`src/rtl/tsg_pkg.sv`:
```
package tsg_pkg;
  typedef enum logic [2:0] {
    OP_IDLE   = 3'd0,
    OP_PROG   = 3'd1,
    OP_ERASE  = 3'd2,
    OP_ESUSP  = 3'd3,
    OP_ESPROG = 3'd4
  } op_state_e;

  // Real embedded algorithm running: toggling enabled
  function automatic logic op_runs(input logic [2:0] s);
    return (s == OP_PROG) || (s == OP_ERASE) || (s == OP_ESPROG);
  endfunction

  function automatic logic op_suspended(input logic [2:0] s);
    return s == OP_ESUSP;
  endfunction

  // Length of a protected-sector stand-in window in microsecond ticks
  function automatic int unsigned win_len(input logic is_erase,
                                          input int unsigned erase_us,
                                          input int unsigned prog_us);
    return is_erase ? erase_us : prog_us;
  endfunction
endpackage

```
`src/rtl/tsg_read_detect.sv`:
```
module tsg_read_detect (
  input  logic clk,
  input  logic rst_n,
  input  logic oe_n,
  input  logic ce_n,
  output logic rd_start
);
  logic rd_now, rd_q;

  assign rd_now   = ~oe_n & ~ce_n;
  assign rd_start = rd_now & ~rd_q;

  always_ff @(posedge clk or negedge rst_n) begin
    if (!rst_n) rd_q <= 1'b0;
    else        rd_q <= rd_now;
  end

  // two read starts are never back to back while the strobes stay low
  p_single_start_r3: assert property (@(posedge clk) disable iff (!rst_n)
    rd_start |=> !rd_start);
endmodule

```
`src/rtl/tsg_window_timer.sv`:
```
module tsg_window_timer #(
  parameter int unsigned ERASE_US = 100,
  parameter int unsigned PROG_US  = 1000,
  parameter int unsigned CW       = 10
) (
  input  logic clk,
  input  logic rst_n,
  input  logic start,
  input  logic is_erase,
  input  logic us_tick,
  output logic active
);
  import tsg_pkg::*;

  logic [CW-1:0] cnt, lim;
  logic          last_tick;

  assign last_tick = active & us_tick & (cnt == lim - 1'b1);

  always_ff @(posedge clk or negedge rst_n) begin
    if (!rst_n) begin
      active <= 1'b0;
      cnt    <= '0;
      lim    <= '0;
    end else if (!active) begin
      if (start) begin
        active <= 1'b1;
        cnt    <= '0;
        lim    <= CW'(win_len(is_erase, ERASE_US, PROG_US));
      end
    end else if (last_tick) begin
      active <= 1'b0;
      cnt    <= '0;
    end else if (us_tick) begin
      cnt <= cnt + 1'b1;
    end
  end

  // count never reaches the window limit while open
  p_cnt_bound_r6: assert property (@(posedge clk) disable iff (!rst_n)
    active |-> (cnt < lim));
  // a start during an open window leaves its length untouched
  p_no_restart_r9: assert property (@(posedge clk) disable iff (!rst_n)
    (active && start) |=> $stable(lim));
endmodule

```
`src/rtl/tsg_toggle_reg.sv`:
```
module tsg_toggle_reg (
  input  logic clk,
  input  logic rst_n,
  input  logic en,
  input  logic hold,
  input  logic flip,
  output logic q
);
  always_ff @(posedge clk or negedge rst_n) begin
    if (!rst_n)          q <= 1'b0;
    else if (en) begin
      if (flip)          q <= ~q;
    end else if (!hold)  q <= 1'b0;
  end

  // a qualified read while enabled inverts the bit
  p_flip_r2: assert property (@(posedge clk) disable iff (!rst_n)
    (en && flip) |=> (q != $past(q)));
  // without a read start the bit keeps its value while active or held
  p_hold_no_read_r3: assert property (@(posedge clk) disable iff (!rst_n)
    (!flip && (en || hold)) |=> $stable(q));
  // suspended, the bit is frozen
  p_suspend_r4: assert property (@(posedge clk) disable iff (!rst_n)
    (hold && !en) |=> $stable(q));
  // neither active nor held forces zero
  p_idle_zero_r5: assert property (@(posedge clk) disable iff (!rst_n)
    (!en && !hold) |=> (q == 1'b0));
endmodule

```
`src/rtl/toggle_status_gen.sv`:
```
module toggle_status_gen #(
  parameter int unsigned ERASE_US = 100,
  parameter int unsigned PROG_US  = 1000
) (
  input  logic       clk,
  input  logic       rst_n,
  input  logic [2:0] op_state,
  input  logic       cmd_done,
  input  logic       prot_hit,
  input  logic       cmd_erase,
  input  logic       oe_n,
  input  logic       ce_n,
  input  logic       us_tick,
  output logic       toggle_bit,
  output logic       status_busy
);
  import tsg_pkg::*;

  localparam int unsigned MAX_US = (PROG_US > ERASE_US) ? PROG_US : ERASE_US;
  localparam int unsigned CW     = $clog2(MAX_US + 1);

  logic rd_start, win_active, real_run, susp, win_start;

  assign real_run    = op_runs(op_state);
  assign susp        = op_suspended(op_state);
  assign win_start   = cmd_done & prot_hit & ~real_run & ~susp;
  assign status_busy = real_run | win_active;

  tsg_read_detect u_rd (
    .clk(clk), .rst_n(rst_n), .oe_n(oe_n), .ce_n(ce_n), .rd_start(rd_start)
  );

  tsg_window_timer #(.ERASE_US(ERASE_US), .PROG_US(PROG_US), .CW(CW)) u_win (
    .clk(clk), .rst_n(rst_n), .start(win_start), .is_erase(cmd_erase),
    .us_tick(us_tick), .active(win_active)
  );

  tsg_toggle_reg u_tgl (
    .clk(clk), .rst_n(rst_n), .en(status_busy), .hold(susp & ~win_active),
    .flip(rd_start), .q(toggle_bit)
  );

  // an unprotected command never opens a window from idle
  p_no_window_r8: assert property (@(posedge clk) disable iff (!rst_n)
    (!win_active && cmd_done && !prot_hit) |=> !win_active);
endmodule

```
`config.mk`:
```
export PLATFORM = sky130hd
export DESIGN_NAME = toggle_status_gen
export DESIGN_NICKNAME = d
export VERILOG_FILES = /design/src/rtl/tsg_pkg.sv /design/src/rtl/tsg_read_detect.sv /design/src/rtl/tsg_window_timer.sv /design/src/rtl/tsg_toggle_reg.sv /design/src/rtl/toggle_status_gen.sv
export SDC_FILE = /design/constraint.sdc
export NUM_CORES = 1
export LEC_CHECK = 0
export BUFFER_PORTS_ARGS = -buffer_cell sky130_fd_sc_hd__buf_2
export CORE_ASPECT_RATIO = 0.9
export CORE_MARGIN = 3
export CORE_UTILIZATION = 59
export CTS_BUF_LIST = sky130_fd_sc_hd__clkbuf_2 sky130_fd_sc_hd__clkbuf_4 sky130_fd_sc_hd__clkbuf_8
export CTS_CLUSTER_DIAMETER = 50
export CTS_CLUSTER_SIZE = 10
export DETAILED_ROUTE_END_ITERATION = 8
export GPL_ROUTABILITY_DRIVEN = 1
export PLACE_DENSITY = 0.81
export REMOVE_ABC_BUFFERS = 1
export SETUP_SLACK_MARGIN = 0.02
export SYNTH_ARGS = -nofsm -noshare
export SYNTH_HDL_FRONTEND = slang
export SYNTH_SLANG_ARGS = --single-unit
```
`constraint.sdc`:
```
create_clock -name clk -period 2.2 [get_ports clk]
set_input_delay 0.22 -clock clk [delete_from_list [all_inputs] [get_ports clk]]
set_output_delay 0.22 -clock clk [all_outputs]
set_load 0.02 [all_outputs]
```
==> results.toml <==
[outcome]
status = "finished clean"

[synthesis]
synth_cell_types = 33
synth-seq-cells = 16
ys_top_cells_by_area = "dfrtp_1 40%, nand2_1 4.9%, nand4_1 4.4%, xor2_1 4.4%, ha_1 3.8%"
synthCells = 113
syn_area_per_cell_sq_um = 8.85
synth_largest_area_cell = "dfrtp_1"
synth-seq-area-share_pct = 40.1
yosysWarnings = 0
synth_top_area_share_pct = 40.1
synth_area_sq_um = 1000

[sta]
relSlewSlack_pct = 74.6
setup_viol = 0
tightestPinTransition_ns = 0.381
fin_worst_skew_ns = 0.00955
clock.fmax_ghz = 0.466
slew_viol_final = 0
rsz0062_at_grt = "true"
period_share_pct = 97.5
fin_crit_ns = 2.14
setup_tns_ns = 0
final_hold_viol_count = 0

[grt]
grt-ovfl-total = 0
grt_max_degree = 17
grt_pass1_wl_um = 3920
grt_usage_pct = 23.9
grt_pass1_vias = 866
antenna_found_initial = 0

[floorplan]
design.core.area_sq_mm = 0.00151
num_io_pins = 13
fp-row-count = 13
die_h_um = 45.1
start_util_pct = 66.1
dieArea_sq_mm = 0.00223
dieWidth_um = 49.4

[place]
post_dp_cell_area_sq_mm = 0.00110
dpl.cell_count = 146
place.gp.congestion = 0.805
post-dp-hpwl_um = 1580
port_buffers = 12

[clock_network]
cts_buffer_depth = 2
cts_sinks = 16
cts_tree = "done"
clk_latency_ns = 0.28
cts_root_buffer = "clkbuf_4"
htreeDepth = 1
clk_pin_slew_ns = 0.09
numCtsBuffers = 3

[route]
routedWlPerCell_um = 15.7
firstDrtPassIters = 4
vias = 940
met1_length_um = 1020
drc = 0
via_per_inst = 6.14
antenna_left = 0
drt_iter0_markers = 37
wl_met2_um = 1150
wl_um = 2410
top_layer = "met4"
route.met3.wl_um = 180

[setup_path]
crit_chain = "inv_2 > ha_4 > inv_2 > ha_4 > xnor2_2 > nand4_1 > buf_4 > a2111o_1 > nand4_1 > o311ai_2"
path_class = "flip-flop to flip-flop"
rr_endpoint = "u_win.cnt[7]"
cp_slowest_stage_delay_ns = 0.44
path_max_fanout = 5
reg2reg_depth = 10
r2r_slack_ns = 0.06
r2r_start = "u_win.lim[2]"
critPathTopFamily = "compound AO/OA/AOI/OAI gates"
crit_buf_inv = 3
cp-end-kind = "flip-flop"
arrival_ns = 2.31
required_ns = 2.36
slowest_stage = "a2111o_1"
cp-start-kind = "flip-flop"

[layout]
instances_no_fill = 153
synthToLayoutAreaGrowth_pct = 20.5
final_cell_area_sq_mm = 0.00120
drive_gt1_share_pct = 27.5
n_antenna_cell = 0
utilization_pct = 79.7
nets = 147

[power]
p_leak_nw = 0.499
max-vdd-ir-drop_mv = 0.778
power_density_mw_per_mm2 = 1070

[min_path]
min_from = "oe_n"
holdPathStages = 2
hp-class = "input port to flip-flop"
holdPathEnd = "u_rd.rd_q"

[flow_run]
max-cap-violations = 0
[worst max-delay path by stage]
stage / from / to / slack [ns] / cells past startpoint
2_1_floorplan: u_win.lim[2] / u_win.cnt[3] / 0.16 / 9
3_3_place_gp: u_win.lim[2] / u_win.cnt[7] / 0.07 / 9
3_5_place_dp: u_win.lim[2] / u_win.cnt[9] / -0.06 / 9
4_1_cts: u_win.lim[2] / u_win.cnt[6] / 0.03 / 9
5_1_grt: u_win.lim[2] / u_win.cnt[7] / -0.03 / 10
6_report: u_win.lim[2] / u_win.cnt[7] / 0.06 / 10
[flip-flops by register name (all words and copies together), names as in the netlist]
register,count
u_win.cnt,10
u_win.active,1
u_rd.rd_q,1
u_win.lim,3
u_tgl.q,1
[cell type report]
class	instances	area, sq um
fillers	102	308
clock buffers	3	22.5
flip-flops and latches	16	400
multi-input cells	84	602
well taps	22	27.5
repair buffers	20	123
inverters	8	30.0
[kinds of logic (layout without fill, tap and decap cells)]
logic type,after synthesis,count (layout),synth area share (%)
adders and majority gates,3,3,3.76
AOI/OAI and AO/OA,29,30,20.7
DFF,16,16,40.0
and+or+nand+nor,44,44,23.8
buffers and inverters,14,31,5.63
xor gates and xnor gates,7,7,6.13
[where the power goes]
group / switching [mW] / internal [mW]
Sequential: 0.132 / 0.384
Clock: 0.0860 / 0.0635
Combinational: 0.309 / 0.316
Total: 0.527 / 0.763
[placed cells by master (no fill, tap or decap), drive strengths merged, types with 2 or more instances in the layout]
cell type,n
nor2b,3
o211ai,2
nand2,13
o22ai,2
a2111o,2
xnor2,2
o311ai,3
or2,3
clkbuf,3
inv,8
o21ai,11
buf,19
dfrtp,16
nand4,7
ha,3
xor2,5
nand2b,2
nor2,4
a31oi,4
nand3,7
[per-layer routing]
| layer | global-route usage, % | up-vias |
|---|---|---|
| met2 | 39.0 | 45 |
| li1 | - | 452 |
| met4 | 10.5 | 0 |
| met5 | 0 | - |
| met1 | 30.6 | 435 |
| met3 | 6.27 | 8 |
[timing repair]
action / CTS / global route
pin swaps: 4 / 9
hold buffers: 1 / 0
endpoints found under the setup margin: 9 / 9
buffers inserted: 0 / 2
resized for setup: 2 / 7
cloned: 1 / 0
endpoints found under the hold margin: 16 / 0
[stage by stage]
step | hold slack [ns] | worst slack [ns] | total power [mW]
floorplan | -0.0756 | 0.159 | 0.839
global placement | 0.151 | 0.0727 | 0.987
detailed placement | 0.156 | -0.0634 | 1.01
CTS | 0.0848 | 0.0317 | 1.19
global route | 0.0901 | -0.0303 | 1.38
finish | 0.0903 | 0.0557 | 1.29
[cells in the mapped netlist (all sizes together)]
master / n
dfrtp: 16
nand2: 13
o21ai: 11
inv: 8
nand3: 7
nand4: 7
xor2: 5
a31oi: 4
nor2: 4
buf: 3
clkbuf: 3
ha: 3
nor2b: 3
o311ai: 3
or2: 3
nand2b: 2
o211ai: 2
o22ai: 2
xnor2: 2
a2111o: 1
a211oi: 1
a21o: 1
a21oi: 1
a32o: 1
and2: 1
nor3: 1
o21a: 1
o21bai: 1
or3: 1
or4: 1
or4b: 1
No activity file was read; power rests on OpenSTA's default activity.
